File: src/rtl/bldc_pkg.sv
package bldc_pkg;
    typedef enum logic [2:0] {
        ST_IDLE,
        ST_ROW,
        ST_COL,
        ST_PRE,
        ST_RCAS,
        ST_RRAS
    } bldc_st_e;
endpackage

File: src/rtl/bldc_wait_cnt.sv
module bldc_wait_cnt #(
    parameter int CNT_W = 4
) (
    input  logic             clk,
    input  logic             rst_n,
    input  logic             load,
    input  logic [CNT_W-1:0] load_val,
    output logic             zero
);
    logic [CNT_W-1:0] cnt_d, cnt_q;

    always_comb begin
        cnt_d = cnt_q;
        if (load)
            cnt_d = load_val;
        else if (cnt_q != '0)
            cnt_d = cnt_q - 1'b1;
    end

    always_ff @(posedge clk or negedge rst_n) begin
        if (!rst_n) cnt_q <= '0;
        else        cnt_q <= cnt_d;
    end

    assign zero = (cnt_q == '0);
endmodule

File: src/rtl/bldc_addr_mux.sv
module bldc_addr_mux #(
    parameter int ROW_W = 10,
    parameter int COL_W = 10,
    parameter int BUS_W = 10
) (
    input  logic [ROW_W+COL_W-1:0] addr,
    input  logic                   sel_col,
    output logic [BUS_W-1:0]       bus
);
    localparam int AW = ROW_W + COL_W;

    always_comb begin
        if (sel_col) bus = BUS_W'(addr[COL_W-1:0]);
        else         bus = BUS_W'(addr[AW-1:COL_W]);
    end
endmodule

File: src/rtl/bldc_top.sv
module bldc_top #(
    parameter int ROW_W  = 10,
    parameter int COL_W  = 10,
    parameter int LANE_W = 8,
    parameter int LANES  = 2,
    parameter int T_RCD  = 2,
    parameter int T_CAS  = 2,
    parameter int T_RP   = 2
) (
    input  logic                                  clk,
    input  logic                                  rst_n,
    input  logic                                  req_valid,
    output logic                                  req_ready,
    input  logic                                  req_we,
    input  logic [LANES-1:0]                      req_be,
    input  logic [ROW_W+COL_W-1:0]                req_addr,
    input  logic [LANE_W*LANES-1:0]               req_wdata,
    output logic                                  rsp_valid,
    output logic [LANE_W*LANES-1:0]               rsp_rdata,
    input  logic                                  ref_grant,
    output logic                                  ref_done,
    output logic [(ROW_W>COL_W?ROW_W:COL_W)-1:0]  dram_addr,
    output logic                                  dram_ras_n,
    output logic [LANES-1:0]                      dram_cas_n,
    output logic                                  dram_we_n,
    output logic [LANE_W*LANES-1:0]               dram_dq_out,
    output logic                                  dram_dq_oe,
    input  logic [LANE_W*LANES-1:0]               dram_dq_in
);
    import bldc_pkg::*;

    localparam int DATA_W = LANE_W * LANES;
    localparam int ADDR_W = ROW_W + COL_W;
    localparam int BUS_W  = (ROW_W > COL_W) ? ROW_W : COL_W;
    localparam int T_REF  = T_RCD + T_CAS;
    localparam int T_MAX  = (T_REF > T_RP) ? T_REF : T_RP;
    localparam int CNT_W  = $clog2(T_MAX + 1);

    typedef struct packed {
        bldc_st_e          st;
        logic [ADDR_W-1:0] addr;
        logic              we;
        logic [LANES-1:0]  be;
        logic [DATA_W-1:0] wdata;
        logic [BUS_W-1:0]  bus;
        logic              ras_n;
        logic [LANES-1:0]  cas_n;
        logic              we_n;
        logic              oe;
        logic              rsp_v;
        logic [DATA_W-1:0] rdata;
        logic              ref_done;
    } regs_t;

    regs_t             d, q;
    logic              cnt_load;
    logic [CNT_W-1:0]  cnt_val;
    logic              cnt_zero;
    logic [BUS_W-1:0]  row_bus, col_bus;
    logic [DATA_W-1:0] cap_data;

    bldc_wait_cnt #(.CNT_W(CNT_W)) u_wait (
        .clk      (clk),
        .rst_n    (rst_n),
        .load     (cnt_load),
        .load_val (cnt_val),
        .zero     (cnt_zero)
    );

    bldc_addr_mux #(.ROW_W(ROW_W), .COL_W(COL_W), .BUS_W(BUS_W)) u_row_mux (
        .addr    (req_addr),
        .sel_col (1'b0),
        .bus     (row_bus)
    );

    bldc_addr_mux #(.ROW_W(ROW_W), .COL_W(COL_W), .BUS_W(BUS_W)) u_col_mux (
        .addr    (q.addr),
        .sel_col (1'b1),
        .bus     (col_bus)
    );

    // read capture: unselected lanes forced to zero
    for (genvar gl = 0; gl < LANES; gl++) begin : g_lane
        assign cap_data[gl*LANE_W +: LANE_W] =
            q.be[gl] ? dram_dq_in[gl*LANE_W +: LANE_W] : '0;
    end

    always_comb begin
        d          = q;
        d.rsp_v    = 1'b0;
        d.ref_done = 1'b0;
        cnt_load   = 1'b0;
        cnt_val    = '0;
        req_ready  = (q.st == ST_IDLE) && !ref_grant;
        unique case (q.st)
            ST_IDLE: begin
                if (ref_grant) begin
                    d.st     = ST_RCAS;
                    d.cas_n  = '0;
                    cnt_load = 1'b1;
                    cnt_val  = '0;
                end else if (req_valid) begin
                    d.addr  = req_addr;
                    d.we    = req_we;
                    d.be    = req_be;
                    d.wdata = req_wdata;
                    if (req_be == '0) begin
                        d.rsp_v = 1'b1;
                        d.rdata = '0;
                    end else begin
                        d.st     = ST_ROW;
                        d.ras_n  = 1'b0;
                        d.bus    = row_bus;
                        d.we_n   = !req_we;
                        d.oe     = req_we;
                        cnt_load = 1'b1;
                        cnt_val  = CNT_W'(T_RCD - 1);
                    end
                end
            end
            ST_ROW: begin
                if (cnt_zero) begin
                    d.st     = ST_COL;
                    d.bus    = col_bus;
                    d.cas_n  = ~q.be;
                    cnt_load = 1'b1;
                    cnt_val  = CNT_W'(T_CAS - 1);
                end
            end
            ST_COL: begin
                if (cnt_zero) begin
                    d.st     = ST_PRE;
                    d.ras_n  = 1'b1;
                    d.cas_n  = '1;
                    d.we_n   = 1'b1;
                    d.oe     = 1'b0;
                    d.rsp_v  = 1'b1;
                    d.rdata  = q.we ? '0 : cap_data;
                    cnt_load = 1'b1;
                    cnt_val  = CNT_W'(T_RP - 1);
                end
            end
            ST_PRE: begin
                if (cnt_zero) d.st = ST_IDLE;
            end
            ST_RCAS: begin
                if (cnt_zero) begin
                    d.st     = ST_RRAS;
                    d.ras_n  = 1'b0;
                    cnt_load = 1'b1;
                    cnt_val  = CNT_W'(T_REF - 1);
                end
            end
            ST_RRAS: begin
                if (cnt_zero) begin
                    d.st       = ST_PRE;
                    d.ras_n    = 1'b1;
                    d.cas_n    = '1;
                    d.ref_done = 1'b1;
                    cnt_load   = 1'b1;
                    cnt_val    = CNT_W'(T_RP - 1);
                end
            end
            default: d.st = ST_IDLE;
        endcase
    end

    always_ff @(posedge clk or negedge rst_n) begin
        if (!rst_n) begin
            q          <= '0;
            q.st       <= ST_IDLE;
            q.ras_n    <= 1'b1;
            q.cas_n    <= '1;
            q.we_n     <= 1'b1;
        end else begin
            q <= d;
        end
    end

    assign rsp_valid   = q.rsp_v;
    assign rsp_rdata   = q.rdata;
    assign ref_done    = q.ref_done;
    assign dram_addr   = q.bus;
    assign dram_ras_n  = q.ras_n;
    assign dram_cas_n  = q.cas_n;
    assign dram_we_n   = q.we_n;
    assign dram_dq_out = q.wdata;
    assign dram_dq_oe  = q.oe;
endmodule

File: config.mk
export PLATFORM = sky130hd
export DESIGN_NAME = bldc_top
export DESIGN_NICKNAME = d
export VERILOG_FILES = /design/src/rtl/bldc_pkg.sv /design/src/rtl/bldc_wait_cnt.sv /design/src/rtl/bldc_addr_mux.sv /design/src/rtl/bldc_top.sv
export SDC_FILE = /design/constraint.sdc
export NUM_CORES = 1
export LEC_CHECK = 0
export ABC_CLOCK_PERIOD_IN_PS = 3250
export BUFFER_PORTS_ARGS = -buffer_cell sky130_fd_sc_hd__buf_2
export CAP_MARGIN = 20
export CORE_MARGIN = 5
export CORE_UTILIZATION = 30
export CTS_CLUSTER_DIAMETER = 120
export CTS_CLUSTER_SIZE = 40
export DETAILED_ROUTE_END_ITERATION = 8
export GPL_ROUTABILITY_DRIVEN = 0
export PLACE_DENSITY_LB_ADDON = 0.25
export SLEW_MARGIN = 15
export SYNTH_ARGS = -nofsm -noshare
export SYNTH_HDL_FRONTEND = slang
export SYNTH_SLANG_ARGS = --single-unit
File: constraint.sdc
create_clock -name clk -period 3.25 [get_ports clk]
set_input_delay 0.65 -clock clk [delete_from_list [all_inputs] [get_ports clk]]
set_output_delay 0.65 -clock clk [all_outputs]
set_load 0.05 [all_outputs]
==> out/qor.yml, run 1 <==
timing:
  fin_crit_sh_pct: 72.88
  fmaxAchievable_mhz: 422.2
  hold_viol: 0
  maxSlewHeadroom_pct: 42.43
  setup_tns_ps: 0
  skew_ps: 12.07
  rsz0062_at_grt: "false"
  worst_pin_slew_ps: 860.4
  timing.final.ws_setup_ps: 881.5
  hold_slack_ps: 425.8
  report.final.slew_viol_count: 0
  setup_violations: 0
  fin_crit_ps: 2369
cts:
  post_cts_buffers: 0
  clock_path_buffers: 2
  post_cts_resized: 0
  clockRootBuffer: "clkbuf_8"
  cts_buffers: 9
  clock-sinks: 68
  cts_tree: "done"
  clock_latency_ps: 340
  cts.clk_slew.worst_paths_ps: 80
  cts-htree-levels: 3
  hold_buffers: 0
outcome:
  status: "finished clean"
setup_path:
  critPathRequiredTime_ps: 2600
  cp-end-kind: "output pin"
  cp_slowest_stage_delay_ps: 560
  cp-start-kind: "flip-flop"
  path_max_fanout: 15
  cpMaxStageDelayCell: "dfrtp_1"
  worstSetupPathType: "flip-flop to output pin"
  path_cells: "nor4_4 > buf_2"
  cp.arrival_ps: 1720
  r2r_end: "rsp_rdata[15]$_DFFE_PN0P_"
  r2r_setup_slack_ps: 1060
  reg2reg_depth: 6
  r2r-start: "u_wait.cnt_q[0]$_DFFE_PN0P_"
pwr:
  pwr-share-clk_pct: 20.5
  comb_power_share_pct: 43.1
  p_sw_share_pct: 43.70
  powerDensity_mw_per_mm2: 1011
  leakage_nw: 1.854
  p_total_mw: 3.808
  power.switching_mw: 1.664
  internal_power_mw: 2.144
  vdd.ir_drop.worst_mv: 0.3674
  power.share.sequential_pct: 36.4
routing:
  dr.first_iter.drc_count: 95
  drtPass1Iterations: 4
  num_vias: 2201
  wl_per_cell_um: 14.93
  routed_wl_um: 7239
  via_per_inst: 4.538
  drc_errors: 0
  ant_nets: 0
global_route:
  grt_pass1_vias: 2288
  grtUsageTotal_pct: 11.49
  grt_antenna_before_repair: 0
  grt_remaining_overflow: 0
  grt_max_degree: 69
  grt_pass1_wl_um: 11770
floorplanning:
  core-area_mm2: 0.01037
  ios: 109
  die-area_mm2: 0.01289
  die_h_um: 113.5
  row_count: 37
  initial_core_util_pct: 31.01
  die_w_um: 113.5
hold_path:
  hold_class: "primary input to async pin"
finish:
  area_delta_synth_final_pct: 17.12
  layout-drive-gt1-share_pct: 47.85
  final_cell_area_mm2: 0.003766
  antennaDiodeCount: 0
  nets: 405
synth:
  synth_cell_types: 38
  yosysSeqAreaShare_pct: 53.07
  syn_inst: 281
  synth_seq_cells: 68
  synth.avg_cell_area_um2: 11.44
  synth.area.top_cells: "dfrtp_1, mux2_2, buf_4, a22o_1, dfstp_2"
  syn_nets: 342
  yosysTopAreaCell: "dfrtp_1"
  yosysWarnings: 0
  syn-cell-area_mm2: 0.003216
  synth_top_area_share_pct: 49.81
job:
  maxCapViolations: 0
placement:
  dp_hpwl_um: 5265
  io_buffer_count: 108
  place_area_mm2: 0.003541
  place_ws_ps: 1100
power groups by stage:
stage               Combinational, mW  Sequential, mW  Clock [mW]
global route                     1.76            1.44       0.846
CTS                              1.67            1.39       0.808
floorplan                        1.53            1.40           0
global placement                 1.66            1.40           0
detailed placement               1.66            1.41           0
finish                           1.64            1.39       0.780
final cells by class:
cell class / count / area, µm²
fill: 1070 / 6604
sequential: 68 / 1707
multi-input combinational: 150 / 1087
timing repair buffer: 110 / 558.0
tap: 136 / 170.2
clock buffer: 10 / 137.6
clock inverter: 6 / 87.58
inverter: 5 / 18.77
critical path: cells and delay by family, from the launching register on:
kind | cells | cell delay (ps)
buffers and inverters | 1 | 360
and+or+nand+nor | 1 | 470
DFF | 1 | 560
per-layer routing:
layer  vias to the layer above  track usage, %  routed length [µm]
met5                         -               0                   0
li1                       1062               -                   -
met1                      1047           15.53                3348
met4                         0           4.327                 121
met3                        11           4.509                 694
met2                        81           16.53                3073
through the flow:
step	utilization, %	instances
after floorplan	-	281
after CTS	36.32	485
final	36.32	485
after detailed placement	34.15	469
after global placement	34.15	469
after global routing	36.32	485
state kept, by name, summed over array words and instances (netlist names):
register / count
dram_dq_out: 16
dram_addr: 10
dram_ras_n: 1
rsp_rdata: 16
q: 16
dram_we_n: 1
dram_cas_n: 2
ref_done: 1
rsp_valid: 1
u_wait.cnt_q: 3
dram_dq_oe: 1
layout by cell type, fill, tap and decap left out, types with 5 or more instances in the layout:
cell type,n
buf_2,107
dfrtp_1,64
mux2_2,31
nand2_1,20
nor2_1,19
a22o_1,18
nand3_1,12
a31oi_1,11
clkbuf_8,10
inv_1,5
kinds of logic after synthesis:
group / count (synthesis) / synth area share, %
AO/OA/AOI/OAI: 49 / 11.44
adder cells (fa/ha/maj): 2 / 0.7781
multiplexers: 31 / 10.86
AND/OR/NAND/NOR: 67 / 10.47
XOR/XNOR: 1 / 0.2724
flip-flops: 68 / 53.07
buffers and inverters: 63 / 13.11
worst max path at each step:
stage	start	end
6_report	q[73]$_DFFE_PN0P_	req_ready
5_1_grt	q[73]$_DFFE_PN0P_	req_ready
4_1_cts	q[73]$_DFFE_PN0P_	req_ready
3_5_place_dp	u_wait.cnt_q[0]$_DFFE_PN0P_	rsp_rdata[0]$_DFFE_PN0P_
3_3_place_gp	u_wait.cnt_q[0]$_DFFE_PN0P_	rsp_rdata[14]$_DFFE_PN0P_
2_1_floorplan	ref_grant	rsp_rdata[10]$_DFFE_PN0P_
cells in the mapped netlist (all sizes together):
cell type / n
a211oi: 3
a21boi: 2
a21o: 1
a21oi: 2
a221oi: 1
a22o: 18
a31o: 1
a31oi: 11
a32oi: 1
and3: 1
buf: 51
clkbuf: 7
dfrtp: 64
dfstp: 4
ha: 2
inv: 5
mux2: 31
nand2: 21
nand2b: 2
nand3: 12
nand3b: 3
nor2: 19
nor2b: 4
nor3: 2
nor3b: 1
nor4: 1
o211ai: 1
o21a: 2
o21ai: 4
o2bb2ai: 1
o31a: 1
or3b: 1
xor2: 1
Power figures use the tool's default switching activity.
==> run 2: changes to the inputs <==
--- a/config.mk
+++ b/config.mk
@@ -5,7 +5,7 @@
 export SDC_FILE = /design/constraint.sdc
 export NUM_CORES = 1
 export LEC_CHECK = 0
-export ABC_CLOCK_PERIOD_IN_PS = 3250
+export ABC_CLOCK_PERIOD_IN_PS = 2150
 export BUFFER_PORTS_ARGS = -buffer_cell sky130_fd_sc_hd__buf_2
 export CAP_MARGIN = 20
 export CORE_MARGIN = 5
==> constraint.sdc (replaced) <==
create_clock -name clk -period 2.15 [get_ports clk]
set_input_delay 0.43 -clock clk [delete_from_list [all_inputs] [get_ports clk]]
set_output_delay 0.43 -clock clk [all_outputs]
set_load 0.05 [all_outputs]
==> out/qor.yml, run 2 (synthesis gave the netlist of run 1 again) <==
placement:
  place_ws_ps: 105.2  # was 1100 ps
  dp_hpwl_um: 5498  # was 5265 µm
  io_buffer_count: 108  # unchanged
  place_area_mm2: 0.003641  # was 0.003541 mm²
  place_inst: 481  # was 469
floorplanning:
  die_h_um: 113.5  # unchanged
  row_count: 37  # unchanged
  ios: 109  # unchanged
  die_w_um: 113.5  # unchanged
  core-area_mm2: 0.01037  # unchanged
  initial_core_util_pct: 31.01  # unchanged
  die-area_mm2: 0.01289  # unchanged
routing:
  dr.first_iter.drc_count: 113  # was 95
  drtPass1Iterations: 4  # unchanged
  drc_errors: 0  # unchanged
  routed_wl_um: 7480  # was 7239 µm
  ant_nets: 0  # unchanged
  via_per_inst: 4.554  # was 4.538
  wl_per_cell_um: 15.02  # was 14.93 µm
  num_vias: 2268  # was 2201
cts:
  clock-sinks: 68  # unchanged
  post_cts_buffers: 0  # unchanged
  cts-htree-levels: 3  # unchanged
  clock_path_buffers: 2  # unchanged
  cts.clk_slew.worst_paths_ps: 70  # was 80 ps
  cts_buffers: 9  # unchanged
  cts_tree: "done"  # unchanged
  clock_latency_ps: 340  # about the same
  clockRootBuffer: "clkbuf_8"  # unchanged
finish:
  nets: 418  # was 405
  final_cells: 498  # was 485
  final_cell_area_mm2: 0.003864  # was 0.003766 mm²
  layout-drive-gt1-share_pct: 49.72  # was 47.85%
  area_delta_synth_final_pct: 20.16  # was 17.12%
  final_cell_mix: "buf_2, dfrtp_1, mux2_2"  # unchanged
  antennaDiodeCount: 0  # unchanged
  final_common_cell: "buf_2"  # unchanged
timing:
  fmaxAchievable_mhz: 511.0
  timing.final.ws_setup_ps: 192.9  # was 881.5 ps
  fin_crit_sh_pct: 91.03
  maxSlewHeadroom_pct: 67.66  # was 42.43%
  report.final.slew_viol_count: 0  # unchanged
  rsz0062_at_grt: "false"  # unchanged
  worst_pin_slew_ps: 485.0  # was 860.4 ps
  hold_slack_ps: 307.2  # was 425.8 ps
  fin_crit_ps: 1957
  hold_viol: 0  # unchanged
  setup_tns_ps: 0  # unchanged
  setup_violations: 0  # unchanged
  skew_ps: 8.926  # was 12.07 ps
global_route:
  grt_pass1_vias: 2363  # was 2288
  grt_pass1_wl_um: 12350  # was 11770 µm
  grt_antenna_before_repair: 0  # unchanged
  grt_remaining_overflow: 0  # unchanged
  grtUsageTotal_pct: 12.02  # was 11.49%
  grt_max_degree: 40  # was 69
setup_path:
  worst_setup_path_endpoint: "req_ready"  # unchanged
  cp-end-kind: "output pin"  # unchanged
  r2r-start: "u_wait.cnt_q[0]$_DFFE_PN0P_"  # unchanged
  cp-start-kind: "flip-flop"  # unchanged
  cp.arrival_ps: 1530  # was 1720 ps
  r2r_setup_slack_ps: 260  # was 1060 ps
  r2r_end: "dram_addr[8]$_DFFE_PN0P_"  # was rsp_rdata[15]$_DFFE_PN0P_
  reg2reg_depth: 9  # was 6
  critPathRequiredTime_ps: 1720  # was 2600 ps
  worstSetupPathType: "flip-flop to output pin"  # unchanged
  path_max_fanout: 5  # was 15
  worstSetupStartpoint: "q[72]$_DFFE_PN0P_"  # was q[73]$_DFFE_PN0P_
hold_path:
  hold_class: "primary input to flip-flop"  # was primary input to async pin
pwr:
  leakage_nw: 1.913  # was 1.854 nW
  powerDensity_mw_per_mm2: 1495  # was 1011 mW/mm²
  vdd.ir_drop.worst_mv: 0.6002  # was 0.3674 mV
outcome:
  status: "finished clean"  # unchanged
job:
  maxCapViolations: 0  # unchanged
[run 2: cell types whose count changed in the layout (fill, tap and decap cells not counted), sizes merged]
cell,change
bufinv,-1
buf,+12
clkinvlp,+1
dlygate4sd3,+1
clkinv,-1
clkbuf,+1
[run 2: timing repair]
item / CTS / global route
hold endpoints to repair: 10 / 0
resized for setup: 0 / 1
hold buffers: 1 / 0
setup endpoints to repair: 0 / 16
[run 2: power by group]
group,leakage (nW),switching [mW],total [mW],internal (mW)
Sequential,0.840,0.263,2.05,1.78
Clock,0.106,0.505,1.11,0.601
Combinational,0.968,1.79,2.62,0.838
Total,1.91,2.55,5.78,3.22
[run 2: layout make-up]
class	count	area, µm²
fill	1066	6506
sequential	68	1707
multi-input combinational	150	1089
timing repair buffer	123	668.1
tap	136	170.2
clock buffer	11	151.4
clock inverter	5	60.06
inverter	5	18.77
[run 2: worst min path at each step]
stage	cells after the start	start	end	slack, ps
detailed placement	1	rst_n	rsp_valid$_DFF_PN0_	330
CTS	2	dram_dq_in[1]	rsp_rdata[1]$_DFFE_PN0P_	280
floorplan	0	rst_n	dram_addr[0]$_DFFE_PN0P_	130
global route	2	dram_dq_in[4]	rsp_rdata[4]$_DFFE_PN0P_	290
global placement	1	rst_n	rsp_valid$_DFF_PN0_	340
finish	2	dram_dq_in[4]	rsp_rdata[4]$_DFFE_PN0P_	310
[run 2: worst max-delay path: stages (launching register included)]
cell     delay [ps]
dfrtp_1         420
nor4_4          330
buf_4           190
buf_2           260
[run 2: metal layers]
metal / GRT usage [%] / up-vias / wire, µm
met3: 3.979 / 10 / 626
met1: 16.88 / 1083 / 3549
li1: - / 1088 / -
met2: 17.24 / 87 / 3191
met4: 4.327 / 0 / 112
met5: 0 / - / 0
[run 2: per-stage QoR]
stage / utilization, % / total power, mW
floorplan: - / 4.433
global placement: 35.11 / 4.692
detailed placement: 35.11 / 4.730
CTS: 37.25 / 5.863
global route: 37.26 / 6.154
finish: 37.26 / 5.776
